--- src/rtl/xtu_pkg.sv ---
package xtu_pkg;
  localparam int CHAN_W = 7;

  typedef struct packed {
    logic              en;
    logic              periodic;
    logic [CHAN_W-1:0] chan;
  } cfg_t;

  typedef enum logic [1:0] {ST_IDLE, ST_REQ, ST_CONV} seq_st_t;
endpackage

--- src/rtl/xtu_cfg_bank.sv ---
module xtu_cfg_bank
  import xtu_pkg::*;
#(
  parameter int NUM_SRC = 64,
  localparam int ADDR_W = $clog2(NUM_SRC)
) (
  input  logic                   clk,
  input  logic                   rst_n,
  input  logic                   we,
  input  logic [ADDR_W-1:0]      addr,
  input  cfg_t                   wdata,
  output cfg_t                   rdata,
  input  logic [ADDR_W-1:0]      sel,
  output logic [CHAN_W-1:0]      sel_chan,
  output logic [NUM_SRC-1:0]     en_mask,
  output logic [NUM_SRC-1:0]     per_mask
);
  cfg_t cfg_q [NUM_SRC];

  for (genvar g = 0; g < NUM_SRC; g++) begin : g_entry
    logic wr_en;
    assign wr_en = we && (addr == ADDR_W'(g));

    always_ff @(posedge clk or negedge rst_n) begin
      if (!rst_n)     cfg_q[g] <= '0;
      else if (wr_en) cfg_q[g] <= wdata;
    end

    assign en_mask[g]  = cfg_q[g].en;
    assign per_mask[g] = cfg_q[g].periodic;
  end

  assign rdata    = cfg_q[addr];
  assign sel_chan = cfg_q[sel].chan;
endmodule

--- src/rtl/xtu_pick.sv ---
module xtu_pick #(
  parameter int NUM_SRC = 64,
  localparam int IDX_W = $clog2(NUM_SRC)
) (
  input  logic [NUM_SRC-1:0] cand,
  output logic               valid,
  output logic [IDX_W-1:0]   idx,
  output logic [NUM_SRC-1:0] onehot
);
  always_comb begin
    valid = 1'b0;
    idx   = '0;
    for (int i = NUM_SRC - 1; i >= 0; i--) begin
      if (cand[i]) begin
        valid = 1'b1;
        idx   = i[IDX_W-1:0];
      end
    end
  end

  for (genvar g = 0; g < NUM_SRC; g++) begin : g_oh
    assign onehot[g] = valid && (idx == IDX_W'(g));
  end
endmodule

--- src/rtl/xtu_seq.sv ---
module xtu_seq
  import xtu_pkg::*;
(
  input  logic              clk,
  input  logic              rst_n,
  input  logic              start,
  input  logic [CHAN_W-1:0] chan_in,
  input  logic              norm_busy,
  input  logic              conv_ack,
  input  logic              conv_eoc,
  output logic              idle,
  output logic              conv_req,
  output logic [CHAN_W-1:0] conv_chan,
  output logic              norm_hold,
  output logic              eoc_flag
);
  seq_st_t           st_q, st_d;
  logic              req_q, req_d;
  logic [CHAN_W-1:0] chan_q, chan_d;
  logic              hold_q, hold_d;
  logic              eocf_q, eocf_d;

  always_comb begin
    st_d   = st_q;
    req_d  = req_q;
    chan_d = chan_q;
    hold_d = hold_q;
    eocf_d = 1'b0;
    case (st_q)
      ST_IDLE: if (start) begin
        st_d   = ST_REQ;
        req_d  = 1'b1;
        chan_d = chan_in;
        hold_d = norm_busy;
      end
      ST_REQ: if (conv_ack) begin
        st_d  = ST_CONV;
        req_d = 1'b0;
      end
      ST_CONV: if (conv_eoc) begin
        st_d   = ST_IDLE;
        hold_d = 1'b0;
        eocf_d = 1'b1;
      end
      default: st_d = ST_IDLE;
    endcase
  end

  always_ff @(posedge clk or negedge rst_n) begin
    if (!rst_n) begin
      st_q   <= ST_IDLE;
      req_q  <= 1'b0;
      chan_q <= '0;
      hold_q <= 1'b0;
      eocf_q <= 1'b0;
    end else begin
      st_q   <= st_d;
      req_q  <= req_d;
      chan_q <= chan_d;
      hold_q <= hold_d;
      eocf_q <= eocf_d;
    end
  end

  assign idle      = (st_q == ST_IDLE);
  assign conv_req  = req_q;
  assign conv_chan = chan_q;
  assign norm_hold = hold_q;
  assign eoc_flag  = eocf_q;

  // an unaccepted request keeps its channel
  assert_req_held_R5: assert property (@(posedge clk) disable iff (!rst_n)
    (conv_req && !conv_ack) |=> (conv_req && $stable(conv_chan)));

  // no request while a conversion is running
  assert_no_req_in_conv_R5: assert property (@(posedge clk) disable iff (!rst_n)
    (st_q == ST_CONV) |-> !conv_req);

  // the end-of-conversion pulse finds the unit idle
  assert_eoc_idle_R7: assert property (@(posedge clk) disable iff (!rst_n)
    eoc_flag |-> (idle && !conv_req && !norm_hold));

  // hold persists until end of conversion
  assert_hold_kept_R8: assert property (@(posedge clk) disable iff (!rst_n)
    (norm_hold && !conv_eoc) |=> norm_hold);
endmodule

--- src/rtl/xtrig_unit.sv ---
module xtrig_unit
  import xtu_pkg::*;
#(
  parameter int NUM_SRC = 64,
  localparam int ADDR_W = $clog2(NUM_SRC),
  localparam int CFG_W  = $bits(cfg_t)
) (
  input  logic               clk,
  input  logic               rst_n,
  input  logic               cfg_we,
  input  logic [ADDR_W-1:0]  cfg_addr,
  input  logic [CFG_W-1:0]   cfg_wdata,
  output logic [CFG_W-1:0]   cfg_rdata,
  input  logic [NUM_SRC-1:0] evt_in,
  output logic [NUM_SRC-1:0] src_ack,
  output logic [NUM_SRC-1:0] ovr_flags,
  output logic               conv_req,
  output logic [CHAN_W-1:0]  conv_chan,
  input  logic               conv_ack,
  input  logic               conv_eoc,
  input  logic               norm_busy,
  output logic               norm_hold,
  output logic               eoc_flag
);
  // reset: asserted asynchronously, released on a clock edge
  logic rst_m_q, rst_q;
  always_ff @(posedge clk or negedge rst_n) begin
    if (!rst_n) begin
      rst_m_q <= 1'b0;
      rst_q   <= 1'b0;
    end else begin
      rst_m_q <= 1'b1;
      rst_q   <= rst_m_q;
    end
  end

  logic [NUM_SRC-1:0] en_mask, per_mask, cand, win_oh, live_evt, wr_clr;
  logic [NUM_SRC-1:0] pend_q, pend_d, ovr_q, ovr_d, ack_q, ack_d;
  logic [ADDR_W-1:0]  win_idx;
  logic [CHAN_W-1:0]  win_chan;
  logic               win_valid, idle, issue;
  cfg_t               rd_word;

  xtu_cfg_bank #(.NUM_SRC(NUM_SRC)) u_cfg (
    .clk(clk), .rst_n(rst_q), .we(cfg_we), .addr(cfg_addr),
    .wdata(cfg_t'(cfg_wdata)), .rdata(rd_word), .sel(win_idx),
    .sel_chan(win_chan), .en_mask(en_mask), .per_mask(per_mask)
  );
  assign cfg_rdata = rd_word;

  assign live_evt = evt_in & en_mask;
  assign cand     = (pend_q | live_evt) & en_mask;

  xtu_pick #(.NUM_SRC(NUM_SRC)) u_pick (
    .cand(cand), .valid(win_valid), .idx(win_idx), .onehot(win_oh)
  );

  assign issue = idle && win_valid;

  xtu_seq u_seq (
    .clk(clk), .rst_n(rst_q), .start(issue), .chan_in(win_chan),
    .norm_busy(norm_busy), .conv_ack(conv_ack), .conv_eoc(conv_eoc),
    .idle(idle), .conv_req(conv_req), .conv_chan(conv_chan),
    .norm_hold(norm_hold), .eoc_flag(eoc_flag)
  );

  for (genvar g = 0; g < NUM_SRC; g++) begin : g_clr
    assign wr_clr[g] = cfg_we && (cfg_addr == ADDR_W'(g));
  end

  always_comb begin
    pend_d = pend_q | live_evt;
    if (issue) pend_d = pend_d & ~win_oh;
    pend_d = pend_d & ~wr_clr;
    ovr_d  = (ovr_q | (live_evt & pend_q)) & ~wr_clr;
    ack_d  = issue ? (win_oh & per_mask) : '0;
  end

  always_ff @(posedge clk or negedge rst_q) begin
    if (!rst_q) begin
      pend_q <= '0;
      ovr_q  <= '0;
      ack_q  <= '0;
    end else begin
      pend_q <= pend_d;
      ovr_q  <= ovr_d;
      ack_q  <= ack_d;
    end
  end

  assign src_ack   = ack_q;
  assign ovr_flags = ovr_q;

  // at most one source acknowledged at a time
  assert_ack_single_R4: assert property (@(posedge clk) disable iff (!rst_q)
    $onehot0(src_ack));

  // capture-kind sources never see an acknowledge
  assert_ack_kind_R4: assert property (@(posedge clk) disable iff (!rst_q)
    (src_ack & ~$past(per_mask)) == '0);

  // an acknowledge comes with a fresh request
  assert_ack_with_req_R4: assert property (@(posedge clk) disable iff (!rst_q)
    (src_ack != '0) |-> conv_req);
endmodule

--- config.mk ---
export PLATFORM = sky130hd
export DESIGN_NAME = xtrig_unit
export DESIGN_NICKNAME = d
export VERILOG_FILES = /design/src/rtl/xtu_pkg.sv /design/src/rtl/xtu_cfg_bank.sv /design/src/rtl/xtu_pick.sv /design/src/rtl/xtu_seq.sv /design/src/rtl/xtrig_unit.sv
export SDC_FILE = /design/constraint.sdc
export NUM_CORES = 2
export LEC_CHECK = 0
export BUFFER_PORTS_ARGS = -buffer_cell sky130_fd_sc_hd__buf_2
export CORE_MARGIN = 2
export CORE_UTILIZATION = 65
export CTS_CLUSTER_SIZE = 30
export DETAILED_ROUTE_END_ITERATION = 10
export GPL_TIMING_DRIVEN = 0
export PLACE_DENSITY = 0.84
export RECOVER_POWER = 25
export SLEW_MARGIN = 20
export SYNTH_ARGS = -nofsm -noshare
export SYNTH_HDL_FRONTEND = slang
export SYNTH_HIERARCHICAL = 1
export SYNTH_SLANG_ARGS = --single-unit
--- constraint.sdc ---
create_clock -name clk -period 49.1 [get_ports clk]
set_clock_uncertainty 0.15 [all_clocks]
set_input_delay 7.365 -clock clk [delete_from_list [all_inputs] [get_ports clk]]
set_output_delay 7.365 -clock clk [all_outputs]
set_load 0.03 [all_outputs]
==> metrics <==
status finished with violations; failing checks max-capacitance violations, max-slew violations; vias in the first global route 31800; Lkg Pwr 20.8 nW; TritonCTS clock tree yes; number of synthesized flops with an enable pin 0; Synth Flop Type dfrtp_1; met1 Usage GRT 0.622; Worst path max stage delay 0.95 ns; Clock Tree Buf Depth 3; Netlist Area Pre-Place 40600 µm²; initial DRC count 4876; syn_area_per_cell 13.5 µm²; most frequent CP cell buf_2; count leader, synth dfrtp_1; CP delay by family, top buffers and inverters; largest net degree at the start of global routing 62; global-route wire length before repair 223000 µm; Worst EP arrival 11.15 ns; Post-CTS Hold Fix Bufs 0; Final ANT Viol Nets 0; share of the synthesized area in the top cell type 0.482; worst path required time 41.59 ns; GRT Resource Usage Total 0.494; nets@finish 3415; Worst-path clk slew 0.06 ns; worst vdd ir 0.0448 mV; Synth Net Count 3094; Hold Path Class reg -> reg; post-cts sizing count 0; kind of end point of the critical path primary output; Synth area leaders dfrtp_1 48%, mux2_2 16%, mux4_2 14%; vias per cell 7.49; GR met3 Demand/Resource 0.154; number of clock sinks 782; core area 61700 µm²; layout cells sized above 1 0.447; Slew Viols, Final 450; CTS buffer count 81; DR vias 31700; chip height 254 µm; synth-to-layout area growth 13.0%; Fin. Hold Viols 0; Max FO, Critical Path 10; slew margin rel. -1.22; crit path launch type input pin; synth unique cells 83; sum of negative setup slack 0 ns; DP Wirelength 113000 µm; clock root cell clkbuf_16; initial core utilization 0.658; Slew @ Worst Pin 3.32 ns; flops & latches, synth 782; post-CTS setup repair buffer count 0; RSZ-0062 raised after global routing no; Commonest cells post-synth 782 x dfrtp_1, 560 x mux2_2, 252 x mux4_2; Seq/Total Area, Yosys 0.482; IO buf count 222; Tcrit/Tclk final 0.380; met2 Use GR 0.723; area leader, netlist dfrtp_1; Mapped Cells 3009; YS warnings 6; maximum clock rate 0.0536 GHz; DR WL/cell 37.1 µm; final WL 157000 µm; worst path cell trace buf_2 > clkbuf_1 > buf_1 > mux4_2 > a22oi_1 > a21oi_1 > or4_1 > buf_2; Pwr Density 56.9 nW/µm²; Async SR Flop Fraction 1.00; antenna violations before repair 7; drt drc 0; Rows 91; Final min period 18.67 ns; Crit Path Category in -> out; htree depth 3; maxcap violations 9; Crit-path slowest cell buf_1; global routing's busiest layer met2; final number of setup-violating endpoints 0; placer congestion estimate 1.03; Clock Latency Late Sink 0.64 ns; first drt pass iteration count 6; grt ovf 0; hold_ws 0.246 ns; crit path buf inv count 4; # IOs 232; DIE AREA 64500 µm²; Die X 254 µm
-- power breakdown --
| part | internal (mW) | switching [mW] |
|---|---|---|
| Sequential | 0.762 | 0.0896 |
| Combinational | 0.399 | 0.695 |
| Clock | 0.389 | 0.276 |
| Total | 1.55 | 1.06 |
-- routing by layer --
| layer | share of wire | vias up |
|---|---|---|
| met3 | 0.13 | 815 |
| met5 | 0.00011 | - |
| li1 | - | 12100 |
| met1 | 0.35 | 16000 |
| met4 | 0.092 | 2 |
| met2 | 0.43 | 2806 |
-- layout make-up --
class                   instances  area [µm²]
fillers                      3914       15800
multi-input cells            1857       18900
clock inverters                40         561
diodes                          3        7.51
clock buffers                 107        2320
well taps                     837        1050
plain buffers                 349        2070
flip-flops and latches        782       19600
inverters                      21        81.3
repair buffers                238        1320
-- cells in the final DEF, fill, tap and decap left out, types with 23 or more instances in the layout --
cell       synthesis  routed
nor2b_1           81      81
clkbuf_16          0      81
a21oi_1          185     185
a31oi_1           71      71
buf_4            142     142
and3_1            69      69
dfrtp_1          782     782
o21ai_0           25      25
clkbuf_1         114     124
a22oi_1           76      76
mux2_2           560     560
mux2_1            23      23
a221oi_2          43      43
nand2_1           75      75
nor3_1            31      31
buf_2             50     272
mux4_2           252     252
nor2_1            96      96
nand3_1           32      32
-- state kept, by name (all words and copies together) (netlist names) --
name	cells
rst_q	1
u_cfg/cfg_q	448
u_seq/conv_chan	7
ovr_flags	64
u_seq/eoc_flag	1
rst_m_q	1
u_seq/conv_req	1
u_seq/norm_hold	1
src_ack	64
u_cfg/en_mask	64
u_cfg/per_mask	64
pend_q	64
u_seq/st_q	2
-- worst paths after layout --
kind / from / end / slack, ns / depth (start not counted)
max reg2reg: rst_q / src_ack[3] / 41.36 / 3
max in group asynchronous: rst_q / src_ack[3] / 41.36 / 3
max: cfg_addr[1] / cfg_rdata[8] / 30.43 / 8
min in group asynchronous: rst_q / u_cfg/cfg_q[356] / 0.36 / 0
min reg2reg: rst_m_q / rst_q / 0.25 / 0
min: rst_m_q / rst_q / 0.25 / 0
-- logic make-up (layout without fill, tap and decap cells) --
logic type,Yosys count,count (layout),share of synthesized area
DFF,782,782,0.482
and+or+nand+nor,505,505,0.0714
buffers and inverters,370,755,0.0529
other,1,4,0.0000923
muxes,851,851,0.306
AOI/OAI and AO/OA,500,500,0.0875
-- through the flow --
step	total power [mW]	worst slack, ns	std cells	util	instance area [µm²]
3_5_place_dp	1.90	30.73	4084	0.700	43200
4_1_cts	2.56	30.75	4231	0.746	46100
6_report	2.61	30.43	4234	0.744	45900
5_1_grt	2.66	30.60	4232	0.744	45900
3_3_place_gp	1.87	18.70	4068	0.693	42800
2_1_floorplan	1.51	25.54	3009	-	40600
Power figures use the tool's default switching activity.
